**config.mk**
```make
export PLATFORM = sky130hd
export DESIGN_NAME = t1fc_expect
export DESIGN_NICKNAME = d
export VERILOG_FILES = /design/src/rtl/t1fc_pkg.sv /design/src/rtl/t1fc_expect.sv
export SDC_FILE = /design/constraint.sdc
export NUM_CORES = 1
export LEC_CHECK = 0
export BUFFER_PORTS_ARGS = -buffer_cell sky130_fd_sc_hd__buf_2
export CAP_MARGIN = 20
export CORE_AREA = 2 2 39 41
export DETAILED_ROUTE_END_ITERATION = 7
export DIE_AREA = 0 0 41 43
export GPL_ROUTABILITY_DRIVEN = 0
export PLACE_DENSITY = 0.34
export SYNTH_ARGS = -nofsm -noshare
export SYNTH_HDL_FRONTEND = slang
export SYNTH_SLANG_ARGS = --single-unit
```
**constraint.sdc**
```tcl
create_clock -name vclk -period 1
set_input_delay 0.15 -clock vclk [all_inputs]
set_output_delay 0.15 -clock vclk [all_outputs]
set_load 0.03 [all_outputs]
```
**src/rtl/t1fc_pkg.sv**
```systemverilog
package t1fc_pkg;

  typedef enum logic [1:0] {
    FM_ESF  = 2'd0,
    FM_SF   = 2'd1,
    FM_SLC  = 2'd2,
    FM_NONE = 2'd3
  } fmode_e;

  localparam int ESF_FRAMES = 24;
  localparam int SF_FRAMES  = 12;
  localparam int SLC_FRAMES = 72;

  // expected ESF pattern bits, bit k belongs to the k-th pattern frame
  localparam logic [5:0] ESF_PAT = 6'b110100;
  // expected superframe signaling bits, bit k belongs to odd index 2k+1
  localparam logic [4:0] SF_SIG_PAT = 5'b11100;

endpackage

```
**src/rtl/t1fc_expect.sv**
```systemverilog
module t1fc_expect
  import t1fc_pkg::*;
#(
  parameter int IDX_W = 7
) (
  input  logic [1:0]       mode,
  input  logic             fs_chk_en,
  input  logic [IDX_W-1:0] frame_idx,
  output logic             chk,
  output logic             exp_bit
);

  localparam int PIDX_W = (IDX_W > 2) ? IDX_W - 2 : 1;

  logic             is_even;
  logic [IDX_W-1:0] half_idx;
  logic [PIDX_W-1:0] quad_idx;
  logic             term_exp;

  always_comb begin
    is_even  = ~frame_idx[0];
    half_idx = frame_idx >> 1;
    quad_idx = PIDX_W'(frame_idx >> 2);
    term_exp = ~frame_idx[1];
    chk      = 1'b0;
    exp_bit  = 1'b0;
    case (fmode_e'(mode))
      FM_ESF: begin
        if ((int'(frame_idx) < ESF_FRAMES) && (frame_idx[1:0] == 2'b11)) begin
          chk     = 1'b1;
          exp_bit = ESF_PAT[quad_idx[2:0]];
        end
      end
      FM_SF: begin
        if (int'(frame_idx) < SF_FRAMES) begin
          if (is_even) begin
            chk     = 1'b1;
            exp_bit = term_exp;
          end else if (fs_chk_en && (int'(frame_idx) != SF_FRAMES - 1)) begin
            chk     = 1'b1;
            exp_bit = SF_SIG_PAT[half_idx[2:0]];
          end
        end
      end
      FM_SLC: begin
        if ((int'(frame_idx) < SLC_FRAMES) && is_even) begin
          chk     = 1'b1;
          exp_bit = term_exp;
        end
      end
      default: begin
        chk     = 1'b0;
        exp_bit = 1'b0;
      end
    endcase
  end

endmodule

```
==> results of run 1 <==
cells by family after synthesis:
family	after synthesis	synth area share, %
compound gates	6	35.90
simple gates	13	58.97
buf+inv	2	5.130
area by class of cell:
| class | count | area (µm²) | share of cell area, % |
|---|---|---|---|
| multi-input combinational | 19 | 157.7 | 46.84 |
| timing repair buffer | 20 | 151.4 | 44.98 |
| tap | 16 | 20.02 | 5.948 |
| inverter | 2 | 7.507 | 2.230 |
final timing paths:
check	end	cells past startpoint
max	exp_bit	5
min	exp_bit	5
synthesized netlist by cell type:
cell,count,area [µm²]
a21oi_1,2,10.01
a31oi_2,1,12.51
inv_1,2,7.510
nand2_1,1,3.750
nand2b_1,1,6.260
nand3_1,1,5.000
nand4_1,1,6.260
nand4b_1,2,17.52
nor2_1,2,7.510
nor3_1,1,5.000
nor3b_1,1,7.510
nor4_2,1,12.51
o211ai_1,1,7.510
o221ai_2,1,15.01
o31ai_1,1,7.510
or2b_1,2,15.01
routing by layer:
| metal | up-vias | GRT usage, % |
|---|---|---|
| li1 | 123 | - |
| met1 | 119 | 11.39 |
| met2 | 14 | 9.688 |
| met3 | 0 | 0 |
| met4 | 0 | 0 |
| met5 | - | 0 |
what timing repair did:
| item | in CTS | in global routing |
|---|---|---|
| pin swaps | 3 | 4 |
| hold buffers | 0 | 0 |
| setup buffers | 0 | 1 |
| gates cloned | 0 | 0 |
| setup endpoints to repair | 2 | 2 |
| gates resized for setup | 10 | 2 |
critical path: stages:
cell	delay [ns]
buf_8	0.10
nor4_4	0.25
nand4_1	0.16
o221ai_2	0.20
buf_6	0.16
report_power, final:
part           total (mW)  switching, mW  leakage [nW]  internal (mW)
combinational       0.122         0.0553         0.145         0.0663
clock                   0              0             0              0
sequential              0              0             0              0
total               0.122         0.0553         0.145         0.0663
per-stage QoR:
| step | power [mW] | setup TNS [ns] | hold slack [ns] | util [%] | setup WS, ns |
|---|---|---|---|---|---|
| finish | 0.1216 | -0.2956 | 0.7758 | 24.32 | -0.1697 |
| CTS | 0.1133 | -0.3232 | 0.7843 | 22.88 | -0.2006 |
| detailed placement | 0.1006 | -0.4383 | 0.8154 | 20.52 | -0.2283 |
| global route | 0.1319 | -0.4197 | 0.8094 | 24.32 | -0.2233 |
| floorplan | 0.03657 | -0.1898 | 0.5588 | - | -0.1269 |
| global placement | 0.1022 | -0.4702 | 0.8206 | 20.52 | -0.2401 |
==> impl_metrics.tcl, run 1 <==
set metrics [dict create \
    status "finished, violations left" \
    violations "setup timing" \
    port_buffers 12 \
    yosysWarningCount 0 \
    dr.pass1.iters 4 \
    wl_met2_um 265 \
    nClkBuffers 0 \
    fp.dieH_um 43 \
    cp_max_fo 3 \
    nFlopsAndLatches 0 \
    grt_remaining_overflow 0 \
    viasPerCell 4.491 \
    p_leak_nw 0.1450 \
    grt_max_degree 7 \
    placed_cells 56 \
    final_cells 57 \
    wl_per_cell_um 10.44 \
    ant_nets 0 \
    hold_start "frame_idx[6]" \
    coreArea_mm2 0.001384 \
    drt_iter0_markers 3 \
    end_kind "output pin" \
    required_ns 0.85 \
    syn_inst 21 \
    fmax_mhz 854.9 \
    rows 14 \
    fill_cells 159 \
    final_common_cell "buf_4" \
    syn_to_final_growth_pct 129.9 \
    n_antenna_cell 0 \
    drv_cap 0 \
    syn_nets 31 \
    hold_path.class "in -> out" \
    dp.final_hpwl_um 495.3 \
    slew_headroom_pct 84.76 \
    rsz0062_at_grt "yes" \
    ios 12 \
    highest_layer "met3" \
    grt_pass1_vias 226 \
    crit_path_start "frame_idx[6]" \
    finalNetCount 53 \
    die-area_mm2 0.001763 \
    setup_violations 2 \
    crit_path_start_kind "primary input" \
    dieWidth_um 41 \
    seq_area_frac_synth_pct 0 \
    drive_above_1_share_pct 60.98 \
    final_cell_mix "9 x buf_4, 7 x buf_2, 3 x buf_6" \
    powerDensity_mw_per_mm2 361.4 \
    grt_pass1_wl_um 903 \
    syn_avg_cell_area_um2 6.971 \
    syn_area_um2 146.4 \
    grtUsageTotal_pct 6.693 \
    fin_crit_ns 1.170 \
    drt-total-wl_um 595 \
    criticalPathCategory "in -> out" \
    setup_ws_ns -0.1697 \
    post-route-drc-count 0 \
    final_area_um2 336.6 \
    peakVddDrop_mv 0.1103 \
    vias 256 \
    drv_slew 0 \
    hold_viol_final 0 \
    start_util_pct 10.58 \
    antenna_found_initial 0 \
    synth_cell_types 16 \
    drt-met1-wl_um 270 \
    worst_pin_slew_ns 0.2272 \
    placed_area_um2 284.0 \
    wl_met3_um 60 \
    crit_arrival_ns 1.02 \
    fin_crit_sh_pct 117.0 \
    regArea_um2 0 \
]
(Power assumes the default switching activity.)
==> run 2, diff against run 1 <==
--- a/config.mk
+++ b/config.mk
@@ -5,6 +5,7 @@
 export SDC_FILE = /design/constraint.sdc
 export NUM_CORES = 1
 export LEC_CHECK = 0
+export ABC_AREA = 1
 export BUFFER_PORTS_ARGS = -buffer_cell sky130_fd_sc_hd__buf_2
 export CAP_MARGIN = 20
 export CORE_AREA = 2 2 39 41
==> run 2 against run 1 <==
The flow now finishes without violations. Routed wire length fell by 9.7%. Largest power group unchanged. First-iteration DRC count decreased by 33%. Synthesized area rose by 1.7%. Critical path type unchanged.
==> impl_metrics.tcl, run 2 <==
set metrics [dict create \
    status "completed" \
    hold_path.class "in -> out" \
    syn_to_final_growth_pct 124.4 \
    grt_max_degree 6 \
    post-route-drc-count 0 \
    fp.dieH_um 43 \
    ios 12 \
    wl_met2_um 292 \
    rows 14 \
    fin_crit_ns 0.9802 \
    final_cell_mix "9 x nand2_1, 6 x buf_6, 6 x buf_2" \
    seq_area_frac_synth_pct 0 \
    criticalPathCategory "in -> out" \
    yosysTopAreaCellShare_pct 35.29 \
    crit_arrival_ns 0.83 \
    start_util_pct 10.76 \
    syn_inst 35 \
    required_ns 0.85 \
    grt_remaining_overflow 0 \
    nClkBuffers 0 \
    finalNetCount 59 \
    syn_area_um2 148.9 \
    fmax_mhz 1020 \
    p_leak_nw 0.1634 \
    cp_cell_sequence "buf_6 > nor2_4 > nand2_2 > nor2_4 > nand3_2 > nand3_2 > buf_6" \
    coreArea_mm2 0.001384 \
    syn_nets 45 \
    ant_nets 0 \
    wl_met3_um 38 \
    fill_cells 162 \
    syn_avg_cell_area_um2 4.254 \
    synth_largest_area_cell "nand2_1" \
    drt-met1-wl_um 206 \
    n_antenna_cell 0 \
    grt_pass1_wl_um 731 \
    dp.final_hpwl_um 405.1 \
    drv_slew 0 \
    grtUsageTotal_pct 5.495 \
    fin_util_pct 24.14 \
    highest_layer "met3" \
    crit_path_start_kind "primary input" \
    slowest_delay_ns 0.13 \
    cp_max_fo 2 \
    drv_cap 0 \
    hold_viol_final 0 \
    regArea_um2 0 \
    drive_above_1_share_pct 65.96 \
    post-cts-setup-buffers 0 \
    cts_hold_buffers 0 \
    synth_cell_types 9 \
    powerDensity_mw_per_mm2 337.2 \
    grt_pass1_vias 203 \
    port_buffers 12 \
    synth_area_leaders "nand2_1 35%, nand3_1 17%, nor2_1 15%" \
    nFlopsAndLatches 0 \
    drt-total-wl_um 537 \
    die-area_mm2 0.001763 \
    whs_ns 0.7012 \
    synthTopCellsByCount "14 x nand2_1, 6 x nor2_1, 5 x inv_1, 5 x nand3_1" \
    peakVddDrop_mv 0.06986 \
    antenna_found_initial 0 \
    end_kind "output pin" \
    drt_iter0_markers 2 \
    viasPerCell 3.984 \
    setup_violations 0 \
    synth_most_common_cell "nand2_1" \
    slew_headroom_pct 88.06 \
    worst_pin_slew_ns 0.1784 \
    fin_crit_sh_pct 98.02 \
    vias 251 \
    wl_per_cell_um 8.524 \
    dr.pass1.iters 3 \
    yosysWarningCount 0 \
    rsz0062_at_grt "yes" \
    dieWidth_um 41 \
    final_common_cell "nand2_1" \
    slowest_stage "buf_6" \
]
## run 2: metrics by stage
step	setup WS [ns]	std cells	cell area, µm²	setup TNS, ns	total power [mW]
after floorplan	0.1253	35	148.9	0	0.03751
final	0.01975	63	334.1	0	0.1126
after global routing	-0.03605	63	334.1	-0.05065	0.1238
after detailed placement	-0.09366	63	229.0	-0.1525	0.07312
after global placement	-0.09538	63	229.0	-0.1573	0.07389
after CTS	-0.02750	63	260.3	-0.02750	0.08563
## run 2: layout make-up
type / count / area, µm² / area share (%)
multi-input cells: 30 / 197.7 / 59.18
repair buffers: 12 / 97.59 / 29.21
well taps: 16 / 20.02 / 5.993
inverters: 5 / 18.77 / 5.618
## run 2: repair_timing
action                                  4_1_cts  5_1_grt
endpoints found under the setup margin        2        2
resized for setup                             8       23
pin swaps                                     7        8
## run 2: path summary, 6_finish.rpt
check,depth (start not counted),to,from
worst max-delay path,7,exp_bit,frame_idx[6]
worst min-delay path,4,exp_bit,frame_idx[1]
## run 2: cells by family (layout without fill, tap and decap cells)
kind of cell	count (synthesis)	in the layout	share of synthesized area, %
AND/OR/NAND/NOR	29	29	84.03
AO/OA/AOI/OAI	1	1	3.358
buffers and inverters	5	17	12.61
## run 2: power by group
| group | internal (mW) | switching (mW) | leakage [nW] |
|---|---|---|---|
| Combinational | 0.0514 | 0.0613 | 0.163 |
| Clock | 0 | 0 | 0 |
| Sequential | 0 | 0 | 0 |
## run 2: worst max-delay path, delay by kind of cell
| kind | cells | cell delay, ns |
|---|---|---|
| buffers and inverters | 2 | 0.23 |
| and+or+nand+nor | 5 | 0.45 |
## run 2: per-layer routing
layer | track usage [%] | up-vias
met3 | 0.5236 | 0
met1 | 6.962 | 113
met2 | 10.00 | 5
li1 | - | 133
met5 | 0 | -
met4 | 0 | 0
==> run 3, diff against run 2 <==
==> constraint.sdc (replaced) <==
create_clock -name vclk -period 1
set_input_delay 0.1 -clock vclk [all_inputs]
set_output_delay 0.1 -clock vclk [all_outputs]
set_load 0.03 [all_outputs]
==> run 3 against run 2 <==
Combinational power is 29% lower. Design area decreased by 25%. Routed wire length down 12%. Core utilization fell by 6.1 points. Die area unchanged. Non-clock buffer count unchanged. Power down 28%. Setup slack improved by 0.063 ns. Sequential cell count stayed put. Critical path type unchanged. Largest cell class unchanged.
==> impl_metrics.tcl, run 3 (synthesis results as in run 2) <==
set metrics [dict create \
    drt_iter0_markers 2 \
    antenna_found_initial 0 \
    drv_cap 0 \
    syn_to_final_growth_pct 68.07 \
    port_buffers 12 \
    drt-total-wl_um 475 \
    fp.dieH_um 43 \
    fmax_mhz 1090 \
    hold_start "mode[1]" \
    vias 237 \
    criticalPathCategory "in -> out" \
    crit_path_start "frame_idx[4]" \
    start_util_pct 10.76 \
    whs_ns 0.6230 \
    cp_max_fo 3 \
    finalSetupTns_ns 0 \
    p_total_mw 0.08071 \
    worst_pin_slew_ns 0.1610 \
    ant_nets 0 \
    end_kind "output pin" \
    crit_arrival_ns 0.82 \
    setup_violations 0 \
    nClkBuffers 0 \
    required_ns 0.90 \
    viasPerCell 3.762 \
    wl_per_cell_um 7.540 \
    n_antenna_cell 0 \
    grt_pass1_vias 195 \
    dieWidth_um 41 \
    coreArea_mm2 0.001384 \
    drv_slew 0 \
    die-area_mm2 0.001763 \
    slew_headroom_pct 89.21 \
    final_common_cell "nand2_1" \
    peakVddDrop_mv 0.05334 \
    post-cts-setup-buffers 0 \
    fin_util_pct 18.08 \
    rows 14 \
    nFlopsAndLatches 0 \
    status "completed" \
    powerDensity_mw_per_mm2 322.5 \
    grtUsageTotal_pct 5.295 \
    fin_crit_ns 0.9172 \
    regArea_um2 0 \
    hold_viol_final 0 \
    dp.final_hpwl_um 405.1 \
    dr.pass1.iters 4 \
    crit_path_start_kind "primary input" \
    grt_remaining_overflow 0 \
    drive_above_1_share_pct 34.04 \
    fin_crit_sh_pct 91.72 \
    hold_path.class "in -> out" \
    post-route-drc-count 0 \
    grt_pass1_wl_um 696 \
    final_cell_mix "14 x nand2_1, 11 x buf_2, 5 x inv_1, 5 x nand3_1, 4 x nor2_1" \
    ios 12 \
    grt_max_degree 6 \
    p_leak_nw 0.1409 \
    finalNetCount 59 \
]
==> run 3: timing repair <==
item,in CTS,in global routing
hold buffers,0,0
resized for setup,0,7
setup endpoints to repair,0,2
==> run 3: worst max-delay path, stage by stage <==
cell and delay (ns):
buf_2 0.10, inv_1 0.08, nand3_1 0.07, nor2_1 0.15
nand2_1 0.06, nand3_1 0.06, buf_2 0.19
==> run 3: area by class of cell <==
type / count / area (µm²)
fillers: 169 / 1134
inverters: 5 / 18.77
multi-input cells: 30 / 145.1
well taps: 16 / 20.02
repair buffers: 12 / 66.31
==> run 3: metrics by stage <==
step           std cells  instance area, µm²  worst slack [ns]
4_1_cts               63               229.0          0.004842
2_1_floorplan         35               148.9            0.2253
3_5_place_dp          63               229.0          0.006344
5_1_grt               63               250.2         -0.004853
6_report              63               250.2           0.08277
3_3_place_gp          63               229.0          0.004617
==> run 3: path summary, 6_finish.rpt <==
path,to,cells after the start
setup / recovery,chk,7
hold / removal,chk,5
==> run 3: metal layers <==
metal	track usage [%]	vias to the layer above	routed length [µm]
li1	-	133	-
met1	6.013	99	200
met2	10.31	5	236
met3	0.5236	0	39
met4	0	0	0
met5	0	-	0
==> run 3: report_power, final <==
group	internal, mW	switching (mW)	total [mW]
clock network	0	0	0
logic	0.0335	0.0473	0.0807
registers	0	0	0
total	0.0335	0.0473	0.0807
